**config.mk**
```make
export PLATFORM = sky130hd
export DESIGN_NAME = ser_set_rx
export DESIGN_NICKNAME = d
export VERILOG_FILES = /design/src/rtl/ser_set_pkg.sv /design/src/rtl/ser_set_sync.sv /design/src/rtl/ser_set_edge.sv /design/src/rtl/ser_set_deser.sv /design/src/rtl/ser_set_rx.sv
export SDC_FILE = /design/constraint.sdc
export NUM_CORES = 1
export LEC_CHECK = 0
export ABC_AREA = 1
export BUFFER_PORTS_ARGS = -buffer_cell sky130_fd_sc_hd__buf_2
export CAP_MARGIN = 20
export CORE_AREA = 4 4 75 105
export DETAILED_ROUTE_END_ITERATION = 10
export DIE_AREA = 0 0 79 109
export GPL_ROUTABILITY_DRIVEN = 0
export PLACE_DENSITY = 0.74
export SLEW_MARGIN = 25
export SYNTH_ARGS = -nofsm -noshare
export SYNTH_HDL_FRONTEND = slang
export SYNTH_SLANG_ARGS = --single-unit
```
**constraint.sdc**
```tcl
create_clock -name clk -period 1.7 [get_ports clk]
set_input_delay 0.17 -clock clk [delete_from_list [all_inputs] [get_ports clk]]
set_output_delay 0.17 -clock clk [all_outputs]
set_load 0.01 [all_outputs]
```
**src/rtl/ser_set_pkg.sv**
```systemverilog
package ser_set_pkg;
  typedef enum logic [2:0] {
    ST_IDLE = 3'd0,
    ST_ADDR = 3'd1,
    ST_DATA = 3'd2,
    ST_WAIT = 3'd3
  } state_t;
endpackage

```
**src/rtl/ser_set_sync.sv**
```systemverilog
module ser_set_sync #(
  parameter int WIDTH  = 2,
  parameter int STAGES = 3
) (
  input  logic             clk,
  input  logic             rst,
  input  logic [WIDTH-1:0] din,
  output logic [WIDTH-1:0] dout
);
  logic [WIDTH-1:0] chain [STAGES];

  for (genvar i = 0; i < STAGES; i++) begin : g_stage
    if (i == 0) begin : g_first
      always_ff @(posedge clk) begin
        if (rst) chain[0] <= '1;
        else     chain[0] <= din;
      end
    end else begin : g_next
      always_ff @(posedge clk) begin
        if (rst) chain[i] <= '1;
        else     chain[i] <= chain[i-1];
      end
    end
  end

  assign dout = chain[STAGES-1];
endmodule

```
**src/rtl/ser_set_edge.sv**
```systemverilog
module ser_set_edge (
  input  logic clk,
  input  logic rst,
  input  logic scl_s,
  input  logic sda_s,
  output logic scl_rise,
  output logic start_evt,
  output logic stop_evt
);
  logic scl_prev, sda_prev;

  always_ff @(posedge clk) begin
    if (rst) begin
      scl_prev <= 1'b1;
      sda_prev <= 1'b1;
    end else begin
      scl_prev <= scl_s;
      sda_prev <= sda_s;
    end
  end

  // Start and stop need the clock line high in both compared samples.
  assign scl_rise  = !scl_prev && scl_s;
  assign start_evt = sda_prev && !sda_s && scl_prev && scl_s;
  assign stop_evt  = !sda_prev && sda_s && scl_prev && scl_s;
endmodule

```
**src/rtl/ser_set_deser.sv**
```systemverilog
module ser_set_deser #(
  parameter int ADDR_W = 8,
  parameter int DATA_W = 32
) (
  input  logic              clk,
  input  logic              rst,
  input  logic              bit_in,
  input  logic              sh_addr,
  input  logic              sh_data,
  input  logic              commit,
  output logic [ADDR_W-1:0] set_addr,
  output logic [DATA_W-1:0] set_data
);
  logic [ADDR_W-1:0] addr_sh;
  logic [DATA_W-1:0] data_sh;
  logic [DATA_W-1:0] data_next;

  assign data_next = {data_sh[DATA_W-2:0], bit_in};

  always_ff @(posedge clk) begin
    if (rst) begin
      addr_sh <= '0;
      data_sh <= '0;
    end else begin
      if (sh_addr) addr_sh <= {addr_sh[ADDR_W-2:0], bit_in};
      if (sh_data) data_sh <= data_next;
    end
  end

  always_ff @(posedge clk) begin
    if (rst) begin
      set_addr <= '0;
      set_data <= '0;
    end else if (commit) begin
      set_addr <= addr_sh;
      set_data <= data_next;
    end
  end
endmodule

```
**src/rtl/ser_set_rx.sv**
```systemverilog
module ser_set_rx #(
  parameter int ADDR_W      = 8,
  parameter int DATA_W      = 32,
  parameter int SYNC_STAGES = 3
) (
  input  logic              clk,
  input  logic              rst,
  input  logic              scl_in,
  input  logic              sda_in,
  output logic              set_stb,
  output logic [ADDR_W-1:0] set_addr,
  output logic [DATA_W-1:0] set_data
);
  import ser_set_pkg::*;

  localparam int MAX_W = (ADDR_W > DATA_W) ? ADDR_W : DATA_W;
  localparam int CNT_W = (MAX_W > 1) ? $clog2(MAX_W) : 1;
  localparam logic [CNT_W-1:0] ADDR_LAST = CNT_W'(ADDR_W - 1);
  localparam logic [CNT_W-1:0] DATA_LAST = CNT_W'(DATA_W - 1);

  logic [1:0]       lines_s;
  logic             scl_rise, start_evt, stop_evt;
  state_t           state_q;
  logic [CNT_W-1:0] cnt_q;
  logic             bit_ev, sh_addr, sh_data, commit;

  ser_set_sync #(.WIDTH(2), .STAGES(SYNC_STAGES)) u_sync (
    .clk  (clk),
    .rst  (rst),
    .din  ({scl_in, sda_in}),
    .dout (lines_s)
  );

  ser_set_edge u_edge (
    .clk       (clk),
    .rst       (rst),
    .scl_s     (lines_s[1]),
    .sda_s     (lines_s[0]),
    .scl_rise  (scl_rise),
    .start_evt (start_evt),
    .stop_evt  (stop_evt)
  );

  assign bit_ev  = scl_rise && !start_evt && !stop_evt;
  assign sh_addr = bit_ev && (state_q == ST_ADDR);
  assign sh_data = bit_ev && (state_q == ST_DATA);
  assign commit  = sh_data && (cnt_q == DATA_LAST);

  always_ff @(posedge clk) begin
    if (rst) begin
      state_q <= ST_IDLE;
      cnt_q   <= '0;
      set_stb <= 1'b0;
    end else begin
      set_stb <= commit;
      if (stop_evt) begin
        state_q <= ST_IDLE;
        cnt_q   <= '0;
      end else if (start_evt) begin
        state_q <= ST_ADDR;
        cnt_q   <= '0;
      end else if (sh_addr) begin
        if (cnt_q == ADDR_LAST) begin
          state_q <= ST_DATA;
          cnt_q   <= '0;
        end else begin
          cnt_q <= cnt_q + 1'b1;
        end
      end else if (sh_data) begin
        if (commit) begin
          state_q <= ST_WAIT;
          cnt_q   <= '0;
        end else begin
          cnt_q <= cnt_q + 1'b1;
        end
      end
    end
  end

  ser_set_deser #(.ADDR_W(ADDR_W), .DATA_W(DATA_W)) u_deser (
    .clk      (clk),
    .rst      (rst),
    .bit_in   (lines_s[0]),
    .sh_addr  (sh_addr),
    .sh_data  (sh_data),
    .commit   (commit),
    .set_addr (set_addr),
    .set_data (set_data)
  );
endmodule

```
==> results of run 1 <==
Yosys cell counts (3+ instances only):
cell type,number,area (um^2)
nand3_1,20,100
clkbuf_1,7,26.3
inv_1,31,116
nand2_2,4,25.0
or2_2,7,43.8
o21ai_2,9,78.8
o21ai_0,47,235
buf_6,4,45.0
dfxtp_1,95,1900
buf_2,11,55.1
nor2_1,54,203
nand2_1,68,255
inv_2,3,11.3
a21oi_1,44,220
flip-flops by register name, indices dropped and copies added (netlist names):
register	flops
u_deser.addr_sh	8
u_edge.scl_prev	1
u_deser.set_addr	8
u_deser.set_data	32
state_q	2
u_edge.sda_prev	1
u_deser.data_sh	31
set_stb	1
u_sync.chain	6
cnt_q	5
repair_timing:
item | in CTS | in global routing
endpoints found under the setup margin | 0 | 43
buffers inserted | 0 | 3
gates resized for setup | 0 | 12
hold buffers | 2 | 0
hold endpoints to repair | 2 | 0
through the flow:
stage | power, mW | setup TNS, ns | setup slack, ns | util [%] | area [um^2]
2_1_floorplan | 2.34 | 0 | 0.272 | - | 3400
3_3_place_gp | 2.36 | 0 | 0.104 | 53.4 | 3700
3_5_place_dp | 2.36 | 0 | 0.0482 | 53.4 | 3700
4_1_cts | 3.66 | 0 | 0.0289 | 56.1 | 3890
5_1_grt | 3.77 | -0.0312 | -0.0209 | 57.0 | 3960
6_report | 3.64 | 0 | 0.148 | 57.0 | 3960
power breakdown:
group,internal [mW],total [mW],leakage (nW),switching [mW]
clock,0.563,1.32,0.0845,0.758
sequential,2.23,2.23,0.767,0.00342
combinational,0.0283,0.0816,0.829,0.0534
total,2.82,3.64,1.68,0.815
routing by layer:
metal | routed length, um | GRT usage, % | share of wire [%]
met1 | 2940 | 19.5 | 41
met2 | 3740 | 31.3 | 52
met3 | 233 | 4.38 | 3.2
met4 | 274 | 9.21 | 3.8
met5 | 0 | 0 | 0
critical path: stages (launching register included):
cell and delay [ns]:
dfxtp_2 0.35, ha_1 0.16, nand2_1 0.09, nor2_2 0.09, ha_2 0.19, nand3_4 0.15, inv_8 0.12, nand2_4 0.14
o21ai_0 0.20
final cells by class:
cell class | count | area [um^2]
Inverter | 35 | 139
Fill cell | 672 | 2980
Timing Repair Buffer | 59 | 375
Clock inverter | 5 | 33.8
Sequential cell | 95 | 1900
Multi-Input combinational cell | 261 | 1250
Tap cell | 95 | 119
Clock buffer | 10 | 138
path summary, 6_finish.rpt:
kind                          endpoint  depth (start not counted)  slack [ns]               start
setup / recovery   u_deser.set_data[2]                          8        0.15            cnt_q[0]
hold reg to reg     u_sync.chain[2][1]                          1        0.41  u_sync.chain[1][1]
setup reg to reg   u_deser.set_data[2]                          8        0.15            cnt_q[0]
hold / removal    u_deser.set_data[28]                          4        0.20                 rst
cells by family after synthesis:
kind of cell    synth area share [%]
compound gates                  15.9
fa+ha+maj                      0.736
buf+inv                         7.65
flops                           55.9
simple gates                    19.8
==> results.toml, run 1 <==
[drt]
vias = 2779
vias_per_cell = 4.96
first_iter_violations = 120
wl_per_cell_um = 12.8
drcViolationCount = 0
dr.pass1.iters = 4
drtAntennaViolNets = 0
routed_wl_um = 7190

[grt]
grt_first_pass_wirelength_um = 11900
antenna_found_initial = 0
grt_pass1_vias = 2629
track_usage_pct = 17.7
grt_max_degree = 33
gr-total-overflow = 0

[job]
maxCapViolCount = 0

[critical_path]
critPathKind = "reg2reg"
worstPathMaxFanout = 16
cp-start-kind = "flop"
endpoint_kind = "flop"
worstPathArrival_ns = 1.84
cp.required_ns = 1.98

[cts]
cts_tree = "yes"
numClockSinks = 95
cts_root_buf = "clkbuf_8"
clock_latency_ns = 0.36
cts_buffers = 9
cts_htree_levels = 3
ctsLongestPathBuffers = 2
path_clk_slew_ns = 0.10

[floorplanning]
dieArea_um2 = 8610
coreArea_um2 = 6940
die_width_um = 79
io_pins = 45
initial_core_util_pct = 49.0
num_rows = 36
die_h_um = 109

[yosys]
async_reset_ff_share_pct = 0
synth_cells = 413
synth_flop_cell = "dfxtp_1"
syn_nets = 419
avgSynthCellArea_um2 = 8.23
yosysWarnings = 0
synth_edf_count = 0
seq_area_frac_synth_pct = 55.9
synth_cell_types = 21
ys_ff_latch = 95
synth_area_um2 = 3400

[final_layout]
drive_above_1_share_pct = 22.6
finish.net_count = 467
n_antenna_cell = 0
syn2layout_area_growth_pct = 16.3
fin_cells = 560
layout_common_cells = "dfxtp_1, nand2_1, nor2_1"
final_common_cell = "dfxtp_1"

[outcome]
status = "finished, final reports clean"

[timing]
period_needed_ns = 1.55
min_period_over_period_pct = 91.3
hold_viol_final = 0
clock_skew_ns = 0.0164
slew-limit-headroom_pct = 79.1
slew_violations = 0
tightest_slew_ns = 0.313
setup_violations = 0
whs_ns = 0.201
fmax_mhz = 644

[power]
ir_drop_uv = 528
p_leak_nw = 1.68
p_per_area_nw_per_um2 = 920

[min_path]
min_path_type = "in2reg"

[place]
place_hpwl_um = 5100
dpl.cell_count = 540
port_buffers = 44
Power figures use the tool's default switching activity.
==> run 2: changes to the inputs <==
--- a/config.mk
+++ b/config.mk
@@ -8,9 +8,9 @@
 export ABC_AREA = 1
 export BUFFER_PORTS_ARGS = -buffer_cell sky130_fd_sc_hd__buf_2
 export CAP_MARGIN = 20
-export CORE_AREA = 4 4 75 105
+export CORE_AREA = 2 2 73 103
 export DETAILED_ROUTE_END_ITERATION = 10
-export DIE_AREA = 0 0 79 109
+export DIE_AREA = 0 0 75 105
 export GPL_ROUTABILITY_DRIVEN = 0
 export PLACE_DENSITY = 0.74
 export SLEW_MARGIN = 25
==> run 2 against run 1 <==
Effect of this change:
- sequential share of layout area hardly changed
- clock power is 17% higher
- fmax shrank 0.15%
- power grew 6.2%
- flip-flop and latch count did not move
- worst hold slack worse by 0.040 ns
- die area fell by 8.5%
- setup slack worse by 0.0023 ns
- clock skew decreased by 0.00096 ns
- global-route usage rose by 2.1 points
- critical endpoint is now cnt_q[1]
- largest cell class unchanged
==> results.toml, run 2 (synthesized netlist as in run 1, its figures left out) <==
[outcome]
status = "finished, final reports clean"

[drt]
routed_wl_um = 7210
drcViolationCount = 0
first_iter_violations = 143
vias = 2722
wl_per_cell_um = 12.9
drtAntennaViolNets = 0
vias_per_cell = 4.88
dr.pass1.iters = 4

[power]
seqPwrFrac_pct = 57.9
ir_drop_uv = 724
p_sw_share_pct = 23.0
p_switching_mw = 0.889
p_leak_nw = 1.68
p_per_area_nw_per_um2 = 976
internal_power_mw = 2.97
clock_power_share_pct = 39.9
p_comb_share_pct = 2.2

[job]
maxCapViolCount = 0

[floorplanning]
io_pins = 45
dieArea_um2 = 7880
die_h_um = 105
initial_core_util_pct = 49.3
die_width_um = 75
coreArea_um2 = 6890
num_rows = 36

[timing]
hold_viol_final = 0
clock_skew_ns = 0.0155
tns_ns = 0
slew_violations = 0
period_needed_ns = 1.55
rsz0062_at_grt = "false"
tightest_slew_ns = 0.346
fmax_mhz = 643
min_period_over_period_pct = 91.5
setup_violations = 0
slew-limit-headroom_pct = 76.9

[cts]
numClockSinks = 95
path_clk_slew_ns = 0.09
cts_tree = "yes"
cts_htree_levels = 3
ctsLongestPathBuffers = 2
cts_buffers = 9
clock_latency_ns = 0.37
cts_root_buf = "clkbuf_8"

[place]
port_buffers = 44
dpl.cell_count = 540
place_hpwl_um = 4940

[final_layout]
n_antenna_cell = 0
syn2layout_area_growth_pct = 16.3
largest_reg_flops = 32
drive_above_1_share_pct = 21.8
layout_common_cells = "dfxtp_1, nand2_1, nor2_1"
fin_cells = 558
final_util_pct = 57.4
top_register = "u_deser.set_data"
finish.net_count = 464
final_common_cell = "dfxtp_1"
reg.largest.list = "u_deser.set_data (32), u_deser.data_sh (31)"

[grt]
antenna_found_initial = 0
grt_pass1_vias = 2645
grt_first_pass_wirelength_um = 12000
gr-total-overflow = 0
track_usage_pct = 19.9
grt_max_degree = 33

[critical_path]
cp_slowest_cell = "dfxtp_2"
rrSetupSlack_ns = 0.15
worstPathArrival_ns = 1.85
cp.required_ns = 2.00
path_buf_inv = 1
worstPathMaxFanout = 4
cpPeakStageDelay_ns = 0.34
path_common_cell = "nor2_1"
crit_family = "simple AND/OR/NAND/NOR gates"
critPathKind = "reg2reg"
worstPathCellList = "ha_1 -> nand2_1 -> nor2_1 -> ha_2 -> nand3_4 -> nand2_1 -> nor2_1 -> inv_1 -> nor2_1"
endpoint_kind = "flop"
cp-start-kind = "flop"

[min_path]
min_path_type = "in2reg"
run 2: cell count changes in the layout (fill, tap and decap cells not counted), moves of 2 or more:
cell,change
o21ai_0,+2
nor2_2,-2
buf_4,-4
buf_6,+2
clkinv_4,+2
nor2_1,+2
o21ai_1,-2
clkinv_2,-2
run 2: timing repair:
item,in CTS,in global routing
gates resized for setup,0,5
hold endpoints to repair,2,0
hold buffers,2,0
endpoints found under the setup margin,0,8
setup buffers,0,0
run 2: final timing paths:
path | end | depth (start not counted) | start
worst max-delay path | cnt_q[1] | 9 | cnt_q[0]
worst min-delay path | u_edge.sda_prev | 3 | rst
worst min register to register | u_sync.chain[2][1] | 1 | u_sync.chain[1][1]
worst max register to register | cnt_q[1] | 9 | cnt_q[0]
run 2: stage by stage:
| step | hold slack, ns | instance area (um^2) | power (mW) | setup WS [ns] |
|---|---|---|---|---|
| finish | 0.161 | 3960 | 3.86 | 0.145 |
| global route | 0.175 | 3960 | 3.98 | 0.0170 |
| CTS | 0.151 | 3940 | 3.89 | 0.0771 |
| detailed placement | 0.355 | 3710 | 2.37 | 0.115 |
| global placement | 0.353 | 3710 | 2.37 | 0.191 |
| floorplan | 0.274 | 3400 | 2.34 | 0.272 |
run 2: area by class of cell:
type	count	area, um^2
Clock buffer	9	124
Clock inverter	7	86.3
Fill cell	646	2940
Inverter	35	134
Multi-Input combinational cell	261	1240
Sequential cell	95	1900
Tap cell	95	119
Timing Repair Buffer	56	348
run 2: power by group through the flow:
| stage | registers (mW) | clock network (mW) | logic (mW) |
|---|---|---|---|
| after floorplan | 2.29 | 0 | 0.0564 |
| after global placement | 2.29 | 0 | 0.0803 |
| after detailed placement | 2.29 | 0 | 0.0828 |
| after CTS | 2.23 | 1.57 | 0.0866 |
| after global routing | 2.24 | 1.65 | 0.0977 |
| final | 2.23 | 1.54 | 0.0864 |
run 2: per-layer routing:
| layer | global-route usage (%) | vias to the layer above | routed length (um) |
|---|---|---|---|
| met4 | 7.91 | 0 | 142 |
| li1 | - | 1412 | - |
| met1 | 21.7 | 1240 | 2820 |
| met5 | 0 | - | 0 |
| met2 | 34.7 | 60 | 3900 |
| met3 | 5.88 | 10 | 339 |
run 2: tightest hold or removal path, cell delays in order:
cell     delay, ns
buf_2         0.09
inv_2         0.12
nand2_1       0.10
==> run 3: changes to the inputs <==
--- a/config.mk
+++ b/config.mk
@@ -8,11 +8,11 @@
 export ABC_AREA = 1
 export BUFFER_PORTS_ARGS = -buffer_cell sky130_fd_sc_hd__buf_2
 export CAP_MARGIN = 20
-export CORE_AREA = 2 2 73 103
+export CORE_AREA = 2 2 69 98
 export DETAILED_ROUTE_END_ITERATION = 10
-export DIE_AREA = 0 0 75 105
+export DIE_AREA = 0 0 71 100
 export GPL_ROUTABILITY_DRIVEN = 0
-export PLACE_DENSITY = 0.74
+export PLACE_DENSITY = 0.81
 export SLEW_MARGIN = 25
 export SYNTH_ARGS = -nofsm -noshare
 export SYNTH_HDL_FRONTEND = slang
==> run 3 against run 2 <==
Effect of this change:
- clock-buffer cell count up 2
- largest power group unchanged
- fmax fell by 0.25%
- final cell count is 4.3% lower
- via count is 2.2% higher
- largest cell class unchanged
==> results.toml, run 3 (synthesized netlist as in run 1, its figures left out) <==
[cts]
ctsLongestPathBuffers = 2
cts_tree = "yes"
numClockSinks = 95
path_clk_slew_ns = 0.09
cts_htree_levels = 3
cts_root_buf = "clkbuf_8"
postCtsSetupBuffers = 0
cts_buffers = 9
clock_latency_ns = 0.37

[timing]
period_needed_ns = 1.56
tns_ns = 0
clock_skew_ns = 0.0120
fmax_mhz = 642
slew_violations = 0
min_period_over_period_pct = 91.7
hold_viol_final = 0
slew-limit-headroom_pct = 76.7
setup_violations = 0
tightest_slew_ns = 0.350
rsz0062_at_grt = "false"

[final_layout]
largest_reg_flops = 32
fillers = 529
reg.largest.list = "u_deser.set_data (32), u_deser.data_sh (31)"
layout_common_cells = "dfxtp_1, nand2_1, nor2_1"
drive_above_1_share_pct = 20.7
finish.net_count = 461
final_common_cell = "dfxtp_1"
top_register = "u_deser.set_data"
n_antenna_cell = 0
syn2layout_area_growth_pct = 15.5
fin_area_um2 = 3930

[critical_path]
cp-start-kind = "flop"
worstPathArrival_ns = 1.85
endpoint_kind = "flop"
critPathKind = "reg2reg"
worstPathMaxFanout = 14
cp.required_ns = 1.99

[floorplanning]
coreArea_um2 = 6350
initial_core_util_pct = 53.6
die_width_um = 71
die_h_um = 100
num_rows = 35
dieArea_um2 = 7100
io_pins = 45

[grt]
grt_pass1_vias = 2579
grt_first_pass_wirelength_um = 11800
grt_max_degree = 51
track_usage_pct = 21.2
antenna_found_initial = 0
gr-total-overflow = 0

[drt]
drcViolationCount = 0
vias = 2781
dr.pass1.iters = 5
routed_wl_um = 7110
drtAntennaViolNets = 0
wl_per_cell_um = 13.3
first_iter_violations = 226
vias_per_cell = 5.21

[power]
p_per_area_nw_per_um2 = 981
ir_drop_uv = 666
p_leak_nw = 1.67

[outcome]
status = "finished, final reports clean"

[place]
dpl_cell_area_um2 = 3680
port_buffers = 44
place_hpwl_um = 4760

[job]
maxCapViolCount = 0

[min_path]
min_path_type = "in2reg"
-- run 3: timing repair --
action | CTS | global route
endpoints found under the setup margin | 0 | 29
resized for setup | 0 | 5
hold buffers | 2 | 0
endpoints found under the hold margin | 2 | 0
-- run 3: report_power, final --
group | internal (mW) | switching (mW) | leakage (nW)
clock | 0.736 | 0.798 | 0.102
combinational | 0.0284 | 0.0556 | 0.801
sequential | 2.23 | 0.00399 | 0.766
-- run 3: final cells by class --
type / count / area, um^2 / area share (%)
multi-input cells: 261 / 1250 / 31.8
clock buffers: 11 / 141 / 3.60
well taps: 74 / 92.6 / 2.36
flip-flops and latches: 95 / 1900 / 48.4
clock inverters: 5 / 66.3 / 1.69
inverters: 35 / 144 / 3.66
repair buffers: 53 / 330 / 8.41
-- run 3: path summary, 6_finish.rpt --
path	from	end	slack, ns	cells past startpoint
worst max-delay path	cnt_q[0]	u_deser.set_addr[3]	0.14	9
worst max register to register	cnt_q[0]	u_deser.set_addr[3]	0.14	9
worst min register to register	u_sync.chain[1][1]	u_sync.chain[2][1]	0.42	1
worst min-delay path	rst	state_q[0]	0.22	4
-- run 3: metal layers --
metal,up-vias,GRT usage (%),wire (um)
li1,1412,-,-
met1,1298,23.5,2860
met2,51,37.7,3810
met3,20,4.72,213
met4,0,10.4,229
met5,-,0,0
-- run 3: worst max-delay path: stages (launching register included) --
cell      delay [ns]
dfxtp_1         0.36
ha_1            0.17
nand2_1         0.09
nor2_1          0.09
ha_1            0.19
nand3_4         0.14
clkinv_8        0.12
buf_12          0.14
nand2_1         0.05
a21oi_1         0.12
-- run 3: metrics by stage --
stage	cells	setup slack (ns)	hold slack, ns	utilization (%)	power [mW]
after floorplan	413	0.272	0.274	-	2.34
after global placement	516	0.136	0.353	57.9	2.36
after detailed placement	516	0.0728	0.354	57.9	2.36
after CTS	534	0.0444	0.190	61.5	3.87
after global routing	534	0.00326	0.252	61.8	3.96
final	534	0.141	0.222	61.8	3.85
